## src/rtl/uidl_pkg.sv

```systemverilog
package uidl_pkg;
    localparam int DIV_W      = 13;
    localparam int DATA_W     = 8;
    localparam int OVS        = 16;
    localparam int FRAME_BITS = 10;
    localparam int REG_W      = 16;

    localparam logic [1:0] A_DIV  = 2'd0;
    localparam logic [1:0] A_CTRL = 2'd1;
    localparam logic [1:0] A_STAT = 2'd2;
    localparam logic [1:0] A_DATA = 2'd3;

    typedef enum logic [1:0] {TX_IDLE, TX_START, TX_DATA, TX_STOP} tx_state_t;
    typedef enum logic [1:0] {RX_IDLE, RX_START, RX_DATA, RX_STOP} rx_state_t;
endpackage

```

## src/rtl/uidl_baud.sv

```systemverilog
module uidl_baud #(
    parameter int DIV_W = uidl_pkg::DIV_W
) (
    input  logic             clk,
    input  logic             rst_n,
    input  logic [DIV_W-1:0] div_i,
    output logic             tick_o
);
    localparam int CW = DIV_W + 1;

    logic [CW-1:0] cnt_q;
    logic [CW-1:0] lim;

    assign lim = {div_i, 1'b0} - CW'(1);

    always_ff @(posedge clk or negedge rst_n) begin
        if (!rst_n) begin
            cnt_q  <= '0;
            tick_o <= 1'b0;
        end else if (div_i == '0) begin
            cnt_q  <= '0;
            tick_o <= 1'b0;
        end else if (cnt_q >= lim) begin
            cnt_q  <= '0;
            tick_o <= 1'b1;
        end else begin
            cnt_q  <= cnt_q + CW'(1);
            tick_o <= 1'b0;
        end
    end


    tick_spacing_chk: assert property (@(posedge clk) disable iff (!rst_n)
        tick_o |=> !tick_o);

    tick_stopped_chk: assert property (@(posedge clk) disable iff (!rst_n)
        $past(div_i == '0) |-> !tick_o);
endmodule

```

## src/rtl/uidl_tx.sv

```systemverilog
module uidl_tx
    import uidl_pkg::*;
#(
    parameter int DATA_W = uidl_pkg::DATA_W,
    parameter int OVS    = uidl_pkg::OVS
) (
    input  logic              clk,
    input  logic              rst_n,
    input  logic              tick_i,
    input  logic              en_i,
    input  logic              have_i,
    input  logic [DATA_W-1:0] data_i,
    output logic              load_o,
    output logic              done_o,
    output logic              ser_o
);
    localparam int CW = $clog2(OVS);
    localparam int IW = $clog2(DATA_W);

    tx_state_t         state_q;
    logic [CW-1:0]     cnt_q;
    logic [IW-1:0]     idx_q;
    logic [DATA_W-1:0] sh_q;
    logic              last;
    logic              can;

    assign last   = (cnt_q == CW'(OVS - 1));
    assign can    = en_i && have_i;
    assign load_o = tick_i && can &&
                    (state_q == TX_IDLE || (state_q == TX_STOP && last));
    assign done_o = tick_i && !can && state_q == TX_STOP && last;

    always_ff @(posedge clk or negedge rst_n) begin
        if (!rst_n) begin
            state_q <= TX_IDLE;
            cnt_q   <= '0;
            idx_q   <= '0;
            sh_q    <= '0;
        end else if (tick_i) begin
            unique case (state_q)
                TX_IDLE: begin
                    cnt_q <= '0;
                    if (load_o) begin
                        state_q <= TX_START;
                        sh_q    <= data_i;
                    end
                end
                TX_START: begin
                    cnt_q <= last ? '0 : cnt_q + CW'(1);
                    if (last) begin
                        state_q <= TX_DATA;
                        idx_q   <= '0;
                    end
                end
                TX_DATA: begin
                    cnt_q <= last ? '0 : cnt_q + CW'(1);
                    if (last) begin
                        sh_q  <= sh_q >> 1;
                        idx_q <= idx_q + IW'(1);
                        if (idx_q == IW'(DATA_W - 1)) state_q <= TX_STOP;
                    end
                end
                TX_STOP: begin
                    cnt_q <= last ? '0 : cnt_q + CW'(1);
                    if (last) begin
                        if (load_o) begin
                            state_q <= TX_START;
                            sh_q    <= data_i;
                        end else begin
                            state_q <= TX_IDLE;
                        end
                    end
                end
                default: state_q <= TX_IDLE;
            endcase
        end
    end

    always_comb begin
        unique case (state_q)
            TX_START: ser_o = 1'b0;
            TX_DATA:  ser_o = sh_q[0];
            default:  ser_o = 1'b1;
        endcase
    end


    tx_tick_step_chk: assert property (@(posedge clk) disable iff (!rst_n)
        (state_q != $past(state_q)) |-> $past(tick_i));
endmodule

```

## src/rtl/uidl_rx.sv

```systemverilog
module uidl_rx
    import uidl_pkg::*;
#(
    parameter int DATA_W     = uidl_pkg::DATA_W,
    parameter int OVS        = uidl_pkg::OVS,
    parameter int FRAME_BITS = uidl_pkg::FRAME_BITS
) (
    input  logic              clk,
    input  logic              rst_n,
    input  logic              tick_i,
    input  logic              en_i,
    input  logic              long_i,
    input  logic              rx_i,
    output logic              done_o,
    output logic              stop_o,
    output logic [DATA_W-1:0] data_o,
    output logic              idle_o
);
    localparam int CW     = $clog2(OVS);
    localparam int IW     = $clog2(DATA_W);
    localparam int MID    = OVS / 2 - 1;
    localparam int IDLE_T = FRAME_BITS * OVS;
    localparam int ICW    = $clog2(IDLE_T + 1);

    rx_state_t         state_q;
    logic [CW-1:0]     cnt_q;
    logic [IW-1:0]     idx_q;
    logic [DATA_W-1:0] sh_q;
    logic [1:0]        smp_q;
    logic [ICW-1:0]    icnt_q;
    logic              armed_q;
    logic              last;
    logic              vote;

    assign last   = (cnt_q == CW'(OVS - 1));
    assign vote   = (smp_q[0] & smp_q[1]) | (smp_q[0] & rx_i) | (smp_q[1] & rx_i);
    assign data_o = sh_q;

    always_ff @(posedge clk or negedge rst_n) begin
        if (!rst_n) begin
            state_q <= RX_IDLE;
            cnt_q   <= '0;
            idx_q   <= '0;
            sh_q    <= '0;
            smp_q   <= '0;
            icnt_q  <= '0;
            armed_q <= 1'b0;
            done_o  <= 1'b0;
            stop_o  <= 1'b1;
            idle_o  <= 1'b0;
        end else begin
            done_o <= 1'b0;
            idle_o <= 1'b0;
            if (!en_i) begin
                state_q <= RX_IDLE;
                cnt_q   <= '0;
                icnt_q  <= '0;
                armed_q <= 1'b0;
            end else if (tick_i) begin
                unique case (state_q)
                    RX_IDLE: begin
                        cnt_q <= '0;
                        if (!rx_i) state_q <= RX_START;
                    end
                    RX_START: begin
                        cnt_q <= last ? '0 : cnt_q + CW'(1);
                        if (cnt_q == CW'(MID) && rx_i) begin
                            state_q <= RX_IDLE;
                        end else if (last) begin
                            state_q <= RX_DATA;
                            idx_q   <= '0;
                        end
                    end
                    RX_DATA: begin
                        cnt_q <= last ? '0 : cnt_q + CW'(1);
                        if (cnt_q == CW'(MID))     smp_q[0] <= rx_i;
                        if (cnt_q == CW'(MID + 1)) smp_q[1] <= rx_i;
                        if (cnt_q == CW'(MID + 2)) sh_q <= {vote, sh_q[DATA_W-1:1]};
                        if (last) begin
                            idx_q <= idx_q + IW'(1);
                            if (idx_q == IW'(DATA_W - 1)) state_q <= RX_STOP;
                        end
                    end
                    RX_STOP: begin
                        cnt_q <= cnt_q + CW'(1);
                        if (cnt_q == CW'(MID))     smp_q[0] <= rx_i;
                        if (cnt_q == CW'(MID + 1)) smp_q[1] <= rx_i;
                        if (cnt_q == CW'(MID + 2)) begin
                            done_o  <= 1'b1;
                            stop_o  <= vote;
                            state_q <= RX_IDLE;
                        end
                    end
                    default: state_q <= RX_IDLE;
                endcase

                if (!rx_i) begin
                    icnt_q  <= '0;
                    armed_q <= 1'b1;
                end else if (long_i && state_q != RX_IDLE) begin
                    icnt_q <= '0;
                end else if (icnt_q != ICW'(IDLE_T)) begin
                    icnt_q <= icnt_q + ICW'(1);
                    if (icnt_q == ICW'(IDLE_T - 1) && armed_q) begin
                        idle_o  <= 1'b1;
                        armed_q <= 1'b0;
                    end
                end
            end
        end
    end


    rx_done_gap_chk: assert property (@(posedge clk) disable iff (!rst_n)
        done_o |=> !done_o);

    rx_idle_level_chk: assert property (@(posedge clk) disable iff (!rst_n)
        idle_o |-> $past(rx_i));
endmodule

```

## src/rtl/uart_idle_xcvr.sv

```systemverilog
module uart_idle_xcvr
    import uidl_pkg::*;
(
    input  logic             clk,
    input  logic             rst_n,
    input  logic [1:0]       reg_addr,
    input  logic             reg_wr,
    input  logic             reg_rd,
    input  logic [REG_W-1:0] reg_wdata,
    output logic [REG_W-1:0] reg_rdata,
    input  logic             rxd_pin,
    output logic             txd_out,
    output logic             txd_oe,
    output logic             irq_tdre,
    output logic             irq_tc,
    output logic             irq_rdrf,
    output logic             irq_idle
);
    localparam int CTRL_W = 9;
    localparam int STAT_W = 5;

    logic [DIV_W-1:0]  div_q;
    logic [CTRL_W-1:0] ctrl_q;
    logic [DATA_W-1:0] tdr_q, rdr_q;
    logic              tdre_q, tc_q, rdrf_q, idle_q, fe_q;
    logic [STAT_W-1:0] seen_q, status;
    logic [1:0]        rx_sync_q;
    logic              tick, tx_load, tx_done, tx_ser;
    logic              rx_done, rx_stop, rx_idle, rx_src;
    logic [DATA_W-1:0] rx_data;
    logic              loop_act, pin_hi;
    logic              stat_rd, data_rd, data_wr;
    logic              unused_wdata;

    assign unused_wdata = &{1'b0, reg_wdata[REG_W-1:DIV_W]};

    assign status  = {fe_q, idle_q, rdrf_q, tc_q, tdre_q};
    assign stat_rd = reg_rd && reg_addr == A_STAT;
    assign data_rd = reg_rd && reg_addr == A_DATA;
    assign data_wr = reg_wr && reg_addr == A_DATA;

    assign loop_act = ctrl_q[2] && ctrl_q[1] && ctrl_q[0];
    assign rx_src   = loop_act ? tx_ser : rx_sync_q[1];
    assign pin_hi   = loop_act || tx_ser;
    assign txd_out  = ctrl_q[3] ? 1'b0 : pin_hi;
    assign txd_oe   = ctrl_q[3] ? !pin_hi : 1'b1;

    assign irq_tdre = tdre_q && ctrl_q[5];
    assign irq_tc   = tc_q   && ctrl_q[6];
    assign irq_rdrf = rdrf_q && ctrl_q[7];
    assign irq_idle = idle_q && ctrl_q[8];

    always_comb begin
        unique case (reg_addr)
            A_DIV:   reg_rdata = {{(REG_W-DIV_W){1'b0}}, div_q};
            A_CTRL:  reg_rdata = {{(REG_W-CTRL_W){1'b0}}, ctrl_q};
            A_STAT:  reg_rdata = {{(REG_W-STAT_W){1'b0}}, status};
            default: reg_rdata = {{(REG_W-DATA_W){1'b0}}, rdr_q};
        endcase
    end

    always_ff @(posedge clk or negedge rst_n) begin
        if (!rst_n) begin
            div_q     <= '0;
            ctrl_q    <= '0;
            tdr_q     <= '0;
            rdr_q     <= '0;
            tdre_q    <= 1'b1;
            tc_q      <= 1'b1;
            rdrf_q    <= 1'b0;
            idle_q    <= 1'b0;
            fe_q      <= 1'b0;
            seen_q    <= '0;
            rx_sync_q <= 2'b11;
        end else begin
            rx_sync_q <= {rx_sync_q[0], rxd_pin};
            if (reg_wr && reg_addr == A_DIV)  div_q  <= reg_wdata[DIV_W-1:0];
            if (reg_wr && reg_addr == A_CTRL) ctrl_q <= reg_wdata[CTRL_W-1:0];
            if (data_wr) tdr_q <= reg_wdata[DATA_W-1:0];
            if (rx_done) rdr_q <= rx_data;

            if (tx_load)                   tdre_q <= 1'b1;
            else if (data_wr && seen_q[0]) tdre_q <= 1'b0;
            if (tx_done)                   tc_q <= 1'b1;
            else if (data_wr && seen_q[1]) tc_q <= 1'b0;
            if (rx_done)                   rdrf_q <= 1'b1;
            else if (data_rd && seen_q[2]) rdrf_q <= 1'b0;
            if (rx_idle)                   idle_q <= 1'b1;
            else if (data_rd && seen_q[3]) idle_q <= 1'b0;
            if (rx_done && !rx_stop)       fe_q <= 1'b1;
            else if (data_rd && seen_q[4]) fe_q <= 1'b0;

            if (stat_rd)      seen_q      <= status;
            else if (data_rd) seen_q[4:2] <= '0;
            else if (data_wr) seen_q[1:0] <= '0;
        end
    end

    uidl_baud #(.DIV_W(DIV_W)) baud_i (
        .clk(clk), .rst_n(rst_n), .div_i(div_q), .tick_o(tick)
    );

    uidl_tx #(.DATA_W(DATA_W), .OVS(OVS)) tx_i (
        .clk(clk), .rst_n(rst_n), .tick_i(tick), .en_i(ctrl_q[1]),
        .have_i(!tdre_q), .data_i(tdr_q), .load_o(tx_load),
        .done_o(tx_done), .ser_o(tx_ser)
    );

    uidl_rx #(.DATA_W(DATA_W), .OVS(OVS), .FRAME_BITS(FRAME_BITS)) rx_i (
        .clk(clk), .rst_n(rst_n), .tick_i(tick), .en_i(ctrl_q[0]),
        .long_i(ctrl_q[4]), .rx_i(rx_src), .done_o(rx_done),
        .stop_o(rx_stop), .data_o(rx_data), .idle_o(rx_idle)
    );


    tdre_clear_src_chk: assert property (@(posedge clk) disable iff (!rst_n)
        $fell(tdre_q) |-> $past(data_wr));

    rdrf_set_src_chk: assert property (@(posedge clk) disable iff (!rst_n)
        $rose(rdrf_q) |-> $past(rx_done));

    loop_pin_high_chk: assert property (@(posedge clk) disable iff (!rst_n)
        (loop_act && !ctrl_q[3]) |-> txd_out);

    od_no_drive_high_chk: assert property (@(posedge clk) disable iff (!rst_n)
        ctrl_q[3] |-> !(txd_oe && txd_out));
endmodule

```

## config.mk

```make
export PLATFORM = sky130hd
export DESIGN_NAME = uart_idle_xcvr
export DESIGN_NICKNAME = d
export VERILOG_FILES = /design/src/rtl/uidl_pkg.sv /design/src/rtl/uidl_baud.sv /design/src/rtl/uidl_tx.sv /design/src/rtl/uidl_rx.sv /design/src/rtl/uart_idle_xcvr.sv
export SDC_FILE = /design/constraint.sdc
export NUM_CORES = 1
export LEC_CHECK = 0
export BUFFER_PORTS_ARGS = -buffer_cell sky130_fd_sc_hd__buf_2
export CORE_UTILIZATION = 45
export CTS_BUF_LIST = sky130_fd_sc_hd__clkbuf_16
export CTS_CLUSTER_SIZE = 40
export DETAILED_ROUTE_END_ITERATION = 16
export PLACE_DENSITY_LB_ADDON = 0.1
export SYNTH_ARGS = -nofsm -noshare
export SYNTH_HDL_FRONTEND = slang
export SYNTH_SLANG_ARGS = --single-unit
```

## constraint.sdc

```tcl
create_clock -name clk -period 2.9 [get_ports clk]
set_input_delay 0.58 -clock clk [delete_from_list [all_inputs] [get_ports clk]]
set_output_delay 0.58 -clock clk [all_outputs]
set_load 0.05 [all_outputs]
```

==> summary.md, run 1 <==
| Metric | Value |
|---|---|
| CTS tree | built |
| Initial antenna violation count | 0 |
| Startpoint types | register |
| Hold Path Class | in2async |
| I/O Buffers | 38 |
| Clock Tree Buf Depth | 2 |
| Status | finished, final reports clean |
| Clock Skew | 0.00908 ns |
| Register bit total from synthesis | 113 |
| Required time worst endpoint | 3.25 ns |
| Final setup viols | 0 |
| Rows | 41 |
| TNS Setup | 0 ns |
| Sw Ratio | 30.3% |
| CP Max Fanout | 7 |
| Period utilization | 99.1% |
| Sink Count | 113 |
| Routed WL | 13200 µm |
| Cells after Synth | 553 |
| Syn. warnings | 0 |
| Post-route DRC | 0 |
| Top cells by area, synth | dfrtp_1 45%, mux2_2 11%, ha_1 7.0%, nand2_1 2.8%, o21ai_0 2.3% |
| Wirelength per Cell | 16.5 µm |
| Worst slew pin tran | 0.626 ns |
| GRT Total Usage | 20.3% |
| Slew headroom | 58.3% |
| Die height | 118 µm |
| Internal | 3.55 mW |
| Post-synth EDFFs | 0 |
| Area delta synth->final | 18.9% |
| Mean Syn Cell Area | 10.9 µm² |
| R2R Setup Slk | 0.03 ns |
| CP endpoint kind | register |
| Die W | 118 µm |
| Starting density of the core | 47.0% |
| Vias in the first global route | 4356 |
| First-pass GRT wire length | 22000 µm |
| Period minus WS final | 2.87 ns |
| Post-route ant nets | 0 |
| Synth Flop Type | dfrtp_1 |
| Worst-path clk slew | 0.05 ns |
| Unrepaired setup endpoints after global routing | true |
| DR iter-0 viols | 317 |
| Library cells used by synthesis | 63 |
| Largest net degree at the start of global routing | 114 |
| Hold_buf cts | 0 |
| Synth Cell Area | 6050 µm² |
| Comb power frac | 21.2% |
| Sequential Power Share | 38.6% |
| Via-per-instance ratio | 5.41 |
| VDD IR max | 504 µV |
| Commonest non-fill, non-tap cells in the layout | 108 x dfrtp_1, 58 x mux2_2, 45 x nand2_1 |
| Worst Path Arrival | 3.23 ns |
| Max-Cap Viols | 0 |
| Via count | 4308 |
| Initial DRT Pass Iterations | 4 |
| Clock share of power | 40.1% |
| H-tree Lvls | 4 |
| Async set or reset register ratio after synthesis | 100% |
| Crit Path Class | reg2reg |
| Die area | 13900 µm² |
| ANT cells | 0 |
| Fin util | 55.9% |
| CTS Root Cell | clkbuf_16 |
| CTS Buf Count | 17 |
| Power per cell area | 708 nW/µm² |
| HPWL after detailed placement | 9330 µm |
| Fmax | 0.348 GHz |
| Worst skew pair latency | 0.42 ns |
| Final Hold Viols | 0 |
| Core Region | 12900 µm² |
| I/O pins | 45 |
| Final Max Tran Viols | 0 |
| Share of cells above drive strength 1 | 28.8% |
| Most common cell after layout, fill and taps aside | dfrtp_1 |
| Final nets | 669 |
| Switching pwr | 1.54 mW |
| GRT Residual Overflow | 0 |
| Leak | 3.32 nW |
| Cell taking the most area after synthesis | dfrtp_1 |
| Sequential-to-total area share from yosys stat | 46.8% |
| Placer congestion estimate | 0.791 |
| Yosys top cell area share | 44.7% |
-- power groups by stage --
stage          logic, mW  clock network [mW]  registers, mW
6_report            1.08                2.04           1.97
5_1_grt             1.20                2.16           2.00
4_1_cts             1.04                2.09           1.97
3_5_place_dp        1.02                   0           1.99
3_3_place_gp       0.988                   0           1.98
2_1_floorplan      0.761                   0           1.93
-- path summary, 6_finish.rpt --
kind | startpoint | endpoint | cells past startpoint
setup / recovery | div_q[5] | baud_i.cnt_q[11] | 11
hold / removal | rst_n | baud_i.cnt_q[12] | 2
setup reg to reg | div_q[5] | baud_i.cnt_q[11] | 11
hold reg to reg | rx_sync_q[0] | rx_sync_q[1] | 0
max in group asynchronous | rst_n | ctrl_q[4] | 2
min in group clk | rxd_pin | rx_sync_q[0] | 1
-- final cells by class --
cell class	instances	area (µm²)
clock buffers	17	425
clock inverters	15	153
fillers	1125	5680
inverters	23	86.3
multi-input cells	401	3110
flip-flops and latches	113	2830
well taps	172	215
repair buffers	56	370
-- metal layers --
layer | track usage, % | routed length (µm)
met1 | 26.7 | 6250
met2 | 32.2 | 6400
met3 | 5.47 | 340
met4 | 7.21 | 184
met5 | 0 | 0
-- registers in the layout, indices dropped and copies added (netlist names), 2 cells and up --
signal / count
div_q: 13
seen_q: 5
rx_i.smp_q: 2
rx_i.icnt_q: 8
tx_i.state_q: 2
rx_sync_q: 2
tdr_q: 8
rx_i.idx_q: 3
rdr_q: 8
rx_i.cnt_q: 4
tx_i.sh_q: 8
tx_i.cnt_q: 4
baud_i.cnt_q: 14
rx_i.data_o: 8
rx_i.state_q: 2
ctrl_q: 9
tx_i.idx_q: 3
-- cell usage after synthesis, drive strengths merged (7+ instances only) --
cell    instances
nand2b          8
inv            22
mux2           65
ha             34
clkbuf         10
nand4           8
xnor2           7
and2           15
dfrtp         108
nand2          45
o21ai          32
nand3          25
nor2           33
a21oi          20
buf             8
xor2           15
and3           12
-- kinds of logic (layout without fill, tap and decap cells) --
family	Yosys count	in the layout	synth area share [%]
fa+ha+maj	35	35	7.20
simple gates	180	180	16.0
flops	113	113	46.8
mux	75	75	14.8
other cells	1	3	0.0620
buf+inv	41	111	3.04
compound gates	86	86	8.93
xor+xnor	22	22	3.18
-- stage by stage --
stage | instances | hold slack, ns | instance area, µm² | setup WS, ns | power (mW)
after floorplan | 555 | 0.284 | 6060 | 0.0310 | 2.69
after global placement | 762 | 0.346 | 6490 | -0.0387 | 2.97
after detailed placement | 762 | 0.347 | 6490 | -0.111 | 3.01
after CTS | 795 | 0.235 | 7110 | 0.00768 | 5.10
after global routing | 797 | 0.240 | 7190 | -0.114 | 5.36
final | 797 | 0.237 | 7190 | 0.0268 | 5.09
-- worst max-delay path: stages (launching register included) --
cell and delay (ns):
dfrtp_1 0.38, or3_4 0.38, or3_4 0.36, or4_4 0.42, xor2_1 0.15, ha_1 0.32
a21oi_2 0.14, o21ai_2 0.07, a21oi_2 0.17, nand3_4 0.12, clkbuf_16 0.19, nor2_2 0.09
-- timing repair --
item,4_1_cts,5_1_grt
pin swaps,1,7
setup endpoints to repair,14,14
setup buffers,1,1
gates cloned,0,1
resized for setup,3,16
No activity file was read; power rests on OpenSTA's default activity.
==> run 2: changes to the inputs <==
--- a/config.mk
+++ b/config.mk
@@ -6,7 +6,7 @@
 export NUM_CORES = 1
 export LEC_CHECK = 0
 export BUFFER_PORTS_ARGS = -buffer_cell sky130_fd_sc_hd__buf_2
-export CORE_UTILIZATION = 45
+export CORE_UTILIZATION = 55
 export CTS_BUF_LIST = sky130_fd_sc_hd__clkbuf_16
 export CTS_CLUSTER_SIZE = 40
 export DETAILED_ROUTE_END_ITERATION = 16
==> run 2 against run 1 <==
Cell area rose by 0.14%. Die area fell by 18%. First-iteration DRC count fell by 26%. Sequential power barely moved. Flip-flop and latch count did not move. Critical path depth did not move. Count of clock-buffer cells in the layout did not move. Combinational power barely moved. Maximum frequency fell by 0.28%. Utilization rose by 13 points. Largest power group unchanged.
==> summary.md, run 2 (same netlist as run 1, synthesis figures left out) <==
| Metric | Value |
|---|---|
| Status | finished, final reports clean |
| Final Max Tran Viols | 0 (unchanged) |
| Period utilization | 99.4% (+0.28 points) |
| CP Max Fanout | 4 (-3) |
| Critical path startpoint | div_q[3] |
| CP endpoint kind | register |
| CP cell instances | or3_1 -> or3_4 -> or4_4 -> xor2_1 -> ha_1 -> a21oi_2 -> o21ai_1 -> a21oi_2 -> nand3_4 -> buf_6 -> nor2_4 |
| I/O Buffers | 38 (unchanged) |
| Non-filler instance count after layout | 758 (-4.9%) |
| Leak | 3.34 nW (+0.47%) |
| GRT Total Usage | 25.5% (+5.1 points) |
| WP depth | 11 (unchanged) |
| Worst r2r src | div_q[3] |
| DR iter-0 viols | 236 (-26%) |
| Worst skew pair latency | 0.42 ns (about the same) |
| Reg-to-Reg End | baud_i.cnt_q[4] |
| First-pass GRT wire length | 22100 µm (+0.60%) |
| Buf/Inv on CP | 1 (unchanged) |
| Final setup viols | 0 (unchanged) |
| Max FFs per register | 14 (unchanged) |
| Max-Cap Viols | 0 (unchanged) |
| Worst slew pin tran | 0.701 ns (+0.0754 ns) |
| Worst Path Arrival | 3.22 ns (about the same) |
| Period minus WS final | 2.88 ns (+0.00798 ns) |
| Post-route ant nets | 0 (unchanged) |
| FF-to-FF path depth | 11 (unchanged) |
| Final nets | 666 (-0.45%) |
| VDD IR max | 565 µV (+12%) |
| CP Capture Point | baud_i.cnt_q[4] |
| Startpoint types | register |
| Comb power frac | 20.0% (-1.2 points) |
| I/O pins | 45 (unchanged) |
| GRT Residual Overflow | 0 (unchanged) |
| Power per cell area | 749 nW/µm² (+5.7%) |
| Final Hold Viols | 0 (unchanged) |
| Routed WL | 13000 µm (-1.5%) |
| Starting density of the core | 57.6% (+11 points) |
| R2R Setup Slk | 0.02 ns (about the same) |
| Crit path max-delay cell type | or4_4 |
| CTS Root Cell | clkbuf_16 |
| CTS tree | built |
| Fin Hold WS | 0.104 ns (-0.133 ns) |
| Clock share of power | 43.5% (+3.4 points) |
| FILL cells | 805 (-28%) |
| Reg with most FFs | baud_i.cnt_q |
| Vias in the first global route | 4441 (+2.0%) |
| Worst path top cell family by delay | simple AND/OR/NAND/NOR gates |
| H-tree Lvls | 4 (unchanged) |
| Die area | 11400 µm² (-18%) |
| Largest net degree at the start of global routing | 49 (-57%) |
| Fmax | 0.347 GHz (-0.28%) |
| Max stage delay on crit path | 0.42 ns (about the same) |
| Share of cells above drive strength 1 | 29.1% (+0.30 points) |
| Wirelength per Cell | 17.1 µm (+3.6%) |
| Placer congestion estimate | 0.830 (+5.0%) |
| Die height | 107 µm (-9.4%) |
| Post-route total power | 5.39 mW (+5.9%) |
| CTS Buf Count | 17 (unchanged) |
| HPWL after detailed placement | 9210 µm (-1.3%) |
| Area delta synth->final | 19.1% |
| Sink Count | 113 (unchanged) |
| Required time worst endpoint | 3.24 ns (about the same) |
| Top Registers | baud_i.cnt_q: 14 flops, div_q: 13 flops, ctrl_q: 9 flops |
| Clock Tree Buf Depth | 2 (unchanged) |
| Die W | 107 µm (-9.4%) |
| Clock Skew | 0.00927 ns (+0.000185 ns) |
| Rows | 37 (-9.8%) |
| Initial antenna violation count | 0 (unchanged) |
| Post-route DRC | 0 (unchanged) |
| Switching pwr | 1.57 mW (+1.8%) |
| Commonest non-fill, non-tap cells in the layout | 108 x dfrtp_1, 58 x mux2_2, 45 x nand2_1 |
| Placed Cells | 723 (-5.1%) |
| Unrepaired setup endpoints after global routing | true |
| Cell mode on critical path | a21oi_2 |
| Internal | 3.82 mW (+7.6%) |
| Core Region | 10500 µm² (-18%) |
| Sequential Power Share | 36.5% (-2.1 points) |
| Crit Path Class | reg2reg |
| Initial DRT Pass Iterations | 4 (unchanged) |
| Hold Path Class | in2async |
| Most common cell after layout, fill and taps aside | dfrtp_1 |
| Slew headroom | 53.1% (-5.1 points) |
| ANT cells | 0 (unchanged) |
| Via count | 4357 (+1.1%) |
| Sw Ratio | 29.1% (-1.2 points) |
| Via-per-instance ratio | 5.75 (+6.3%) |
| Worst-path clk slew | 0.06 ns (about the same) |
==> run 2: power by group through the flow <==
| stage | Clock, mW | Combinational (mW) | Sequential, mW |
|---|---|---|---|
| finish | 2.35 | 1.08 | 1.97 |
| global route | 2.46 | 1.21 | 1.99 |
| CTS | 2.39 | 1.02 | 1.96 |
| detailed placement | 0 | 1.00 | 1.99 |
| global placement | 0 | 0.962 | 1.98 |
| floorplan | 0 | 0.761 | 1.93 |
==> run 2: worst min path at each step <==
stage	end	slack, ns
floorplan	baud_i.cnt_q[0]	0.28
global placement	rx_sync_q[1]	0.35
detailed placement	rx_sync_q[1]	0.35
CTS	baud_i.cnt_q[12]	0.11
global route	baud_i.cnt_q[11]	0.13
finish	baud_i.cnt_q[11]	0.10
==> run 2: routing by layer <==
layer / global-route usage (%) / vias up / share of wire, %
met4: 10.3 / 0 / 2.0
li1: - / 2096 / -
met3: 6.93 / 21 / 4.1
met5: 0 / - / 0
met2: 38.6 / 84 / 47
met1: 34.7 / 2156 / 46
==> run 2: layout make-up <==
cell class | instances | area (µm²) | share of cell area, %
multi-input cells | 401 | 3120 | 43.3
well taps | 136 | 170 | 2.36
flip-flops and latches | 113 | 2830 | 39.3
inverters | 23 | 86.3 | 1.20
clock buffers | 17 | 425 | 5.90
repair buffers | 53 | 329 | 4.57
clock inverters | 15 | 240 | 3.33
==> run 2: worst reg2reg max path, delay by kind of cell, from the launching register on <==
kind	cells	cell delay [ns]
and+or+nand+nor	5	1.37
DFF	1	0.37
adders and majority gates	1	0.33
buffers and inverters	1	0.17
xor gates and xnor gates	1	0.16
AOI/OAI and AO/OA	3	0.40
==> run 2: what timing repair did <==
item,4_1_cts,5_1_grt
setup endpoints to repair,14,14
gates resized for setup,3,21
hold endpoints to repair,0,0
pin swaps,1,10
setup buffers,3,0
hold buffers,0,0
==> run 2: through the flow <==
step	instance area, µm²	utilization [%]	worst slack (ns)	TNS (ns)
after floorplan	6060	-	0.0310	0
after global placement	6430	61.2	-0.0201	-0.175
after detailed placement	6430	61.2	-0.0931	-0.946
after CTS	7120	67.8	0.00376	0
after global routing	7200	68.6	-0.0800	-0.593
final	7200	68.6	0.0188	0
==> run 3: changes to the inputs <==
--- a/config.mk
+++ b/config.mk
@@ -6,7 +6,7 @@
 export NUM_CORES = 1
 export LEC_CHECK = 0
 export BUFFER_PORTS_ARGS = -buffer_cell sky130_fd_sc_hd__buf_2
-export CORE_UTILIZATION = 55
+export CORE_UTILIZATION = 35
 export CTS_BUF_LIST = sky130_fd_sc_hd__clkbuf_16
 export CTS_CLUSTER_SIZE = 40
 export DETAILED_ROUTE_END_ITERATION = 16
==> run 3 against run 2 <==
Routed wire length up 9.3%. Flip-flop and latch count unchanged. Register-to-register slack about the same. Utilization down 25 points. Cell count up 11%. Count of clock-buffer cells in the layout unchanged. Combinational power about the same. Clock skew down 0.0029 ns. Clock power down 8.9%. Cell area up 1.1%. Power down 3.2%. Global-route usage down 8.4 points. Critical path type unchanged. Largest power group unchanged.
==> summary.md, run 3 (same netlist as run 1, synthesis figures left out) <==
| Metric | Value |
|---|---|
| Status | finished, final reports clean |
| Reg with most FFs | baud_i.cnt_q |
| Startpoint types | register |
| Worst r2r src | div_q[5] |
| ANT cells | 0 (unchanged) |
| First-pass GRT wire length | 23400 µm (+5.5%) |
| CTS Root Cell | clkbuf_16 |
| Wirelength per Cell | 16.8 µm (-1.7%) |
| Power per cell area | 717 nW/µm² (-4.2%) |
| Max-Cap Viols | 0 (unchanged) |
| FILL cells | 1612 (+100%) |
| Clock Tree Buf Depth | 2 (unchanged) |
| Core Region | 16800 µm² (+59%) |
| Max stage delay on crit path | 0.42 ns (about the same) |
| Post-route DRC | 0 (unchanged) |
| Hold_buf cts | 0 (unchanged) |
| Final setup viols | 0 (unchanged) |
| Initial antenna violation count | 0 (unchanged) |
| Routed WL | 14200 µm (+9.3%) |
| Vias in the first global route | 4528 (+2.0%) |
| Largest net degree at the start of global routing | 51 (+4.1%) |
| Fmax | 0.346 GHz (-0.23%) |
| Worst-path clk slew | 0.05 ns (about the same) |
| Via-per-instance ratio | 5.12 (-11%) |
| Share of cells above drive strength 1 | 28.6% (-0.53 points) |
| PnR worst setup slack | 0.0122 ns (-0.00653 ns) |
| Crit Path Class | reg2reg |
| Die height | 133 µm (+25%) |
| Worst path top cell family by delay | simple AND/OR/NAND/NOR gates |
| Die W | 133 µm (+25%) |
| Required time worst endpoint | 3.24 ns (about the same) |
| TNS Setup | 0 ns (unchanged) |
| CP cell instances | or3_4 -> or3_4 -> or4_4 -> xor2_1 -> ha_1 -> a21oi_2 -> o21ai_2 -> a21oi_2 -> nand3_4 -> clkbuf_16 -> nor2_2 |
| Final nets | 667 (+0.15%) |
| Placer congestion estimate | 0.818 (-1.5%) |
| Final Hold Viols | 0 (unchanged) |
| Crit path max-delay cell type | or4_4 |
| Most common cell after layout, fill and taps aside | dfrtp_1 |
| Area delta synth->final | 20.3% |
| GRT Total Usage | 17.1% (-8.4 points) |
| Hold Path Class | in2async |
| Via count | 4317 (-0.92%) |
| Buf/Inv on CP | 1 (unchanged) |
| Leak | 3.34 nW (about the same) |
| DR iter-0 viols | 138 (-42%) |
| Area of the multi-input gates | 3120 µm² (-0.12%) |
| CP Max Fanout | 7 (+3) |
| Post-route total power | 5.22 mW (-3.2%) |
| Worst skew pair latency | 0.41 ns (about the same) |
| Commonest non-fill, non-tap cells in the layout | 108 x dfrtp_1, 58 x mux2_2, 45 x nand2_1 |
| Max FFs per register | 14 (unchanged) |
| CTS tree | built |
| CP endpoint kind | register |
| Slew headroom | 54.9% (+1.7 points) |
| DP Worst Slack | -0.114 ns (-0.0209 ns) |
| CTS Buf Count | 17 (unchanged) |
| H-tree Lvls | 4 (unchanged) |
| Unrepaired setup endpoints after global routing | true |
| Starting density of the core | 36.1% (-21 points) |
| I/O pins | 45 (unchanged) |
| Clock Skew | 0.00640 ns (-0.00287 ns) |
| Sink Count | 113 (unchanged) |
| Worst slew pin tran | 0.677 ns (-0.0243 ns) |
| I/O Buffers | 38 (unchanged) |
| Flip-flop and latch area | 2830 µm² (unchanged) |
| HPWL after detailed placement | 10400 µm (+13%) |
| Die area | 17800 µm² (+56%) |
| Worst Path Arrival | 3.23 ns (about the same) |
| VDD IR max | 412 µV (-27%) |
| Period minus WS final | 2.89 ns (+0.00653 ns) |
| GRT Residual Overflow | 0 (unchanged) |
| Post-route ant nets | 0 (unchanged) |
| Final Max Tran Viols | 0 (unchanged) |
| Critical path startpoint | div_q[5] |
| Rows | 47 (+27%) |
| Period utilization | 99.6% (+0.23 points) |
| Top Registers | baud_i.cnt_q: 14 flops, div_q: 13 flops, ctrl_q: 9 flops |
| Initial DRT Pass Iterations | 4 (unchanged) |
## run 3: path summary, 6_finish.rpt
check | end | slack [ns] | depth (start not counted)
max reg2reg | baud_i.cnt_q[9] | 0.01 | 11
max | baud_i.cnt_q[9] | 0.01 | 11
min reg2reg | rx_sync_q[1] | 0.36 | 0
max in group asynchronous | rx_i.stop_o | 1.99 | 2
min | div_q[10] | 0.21 | 1
min in group clk | rx_sync_q[0] | 0.27 | 1
## run 3: cell type report
class	count	area share (%)
inverter	23	1.19
tap	220	3.78
clock inverter	15	2.42
multi-input combinational	401	42.8
clock buffer	17	5.84
sequential	113	38.9
timing repair buffer	54	5.05
## run 3: what timing repair did
action,CTS,global route
gates resized for setup,1,19
pin swaps,1,10
setup buffers,1,0
cloned,0,1
setup endpoints to repair,14,14
## run 3: power by group
part,leakage (nW),internal [mW],switching [mW],total (mW)
combinational,1.57,0.473,0.636,1.11
sequential,1.47,1.77,0.206,1.98
clock,0.297,1.41,0.722,2.14
## run 3: per-layer routing
metal	track usage, %	routed length (µm)	vias up
met5	0	0	-
met4	5.18	117	0
met3	4.49	450	12
met2	28.6	6890	67
met1	21.5	6730	2144
li1	-	-	2094
## run 3: stage by stage
stage	util [%]	cell area [µm²]	std cells	hold slack [ns]
3_5_place_dp	39.1	6560	809	0.350
3_3_place_gp	39.1	6560	809	0.351
6_report	43.4	7280	843	0.206
4_1_cts	42.9	7180	842	0.227
2_1_floorplan	-	6060	555	0.284
5_1_grt	43.4	7280	843	0.245
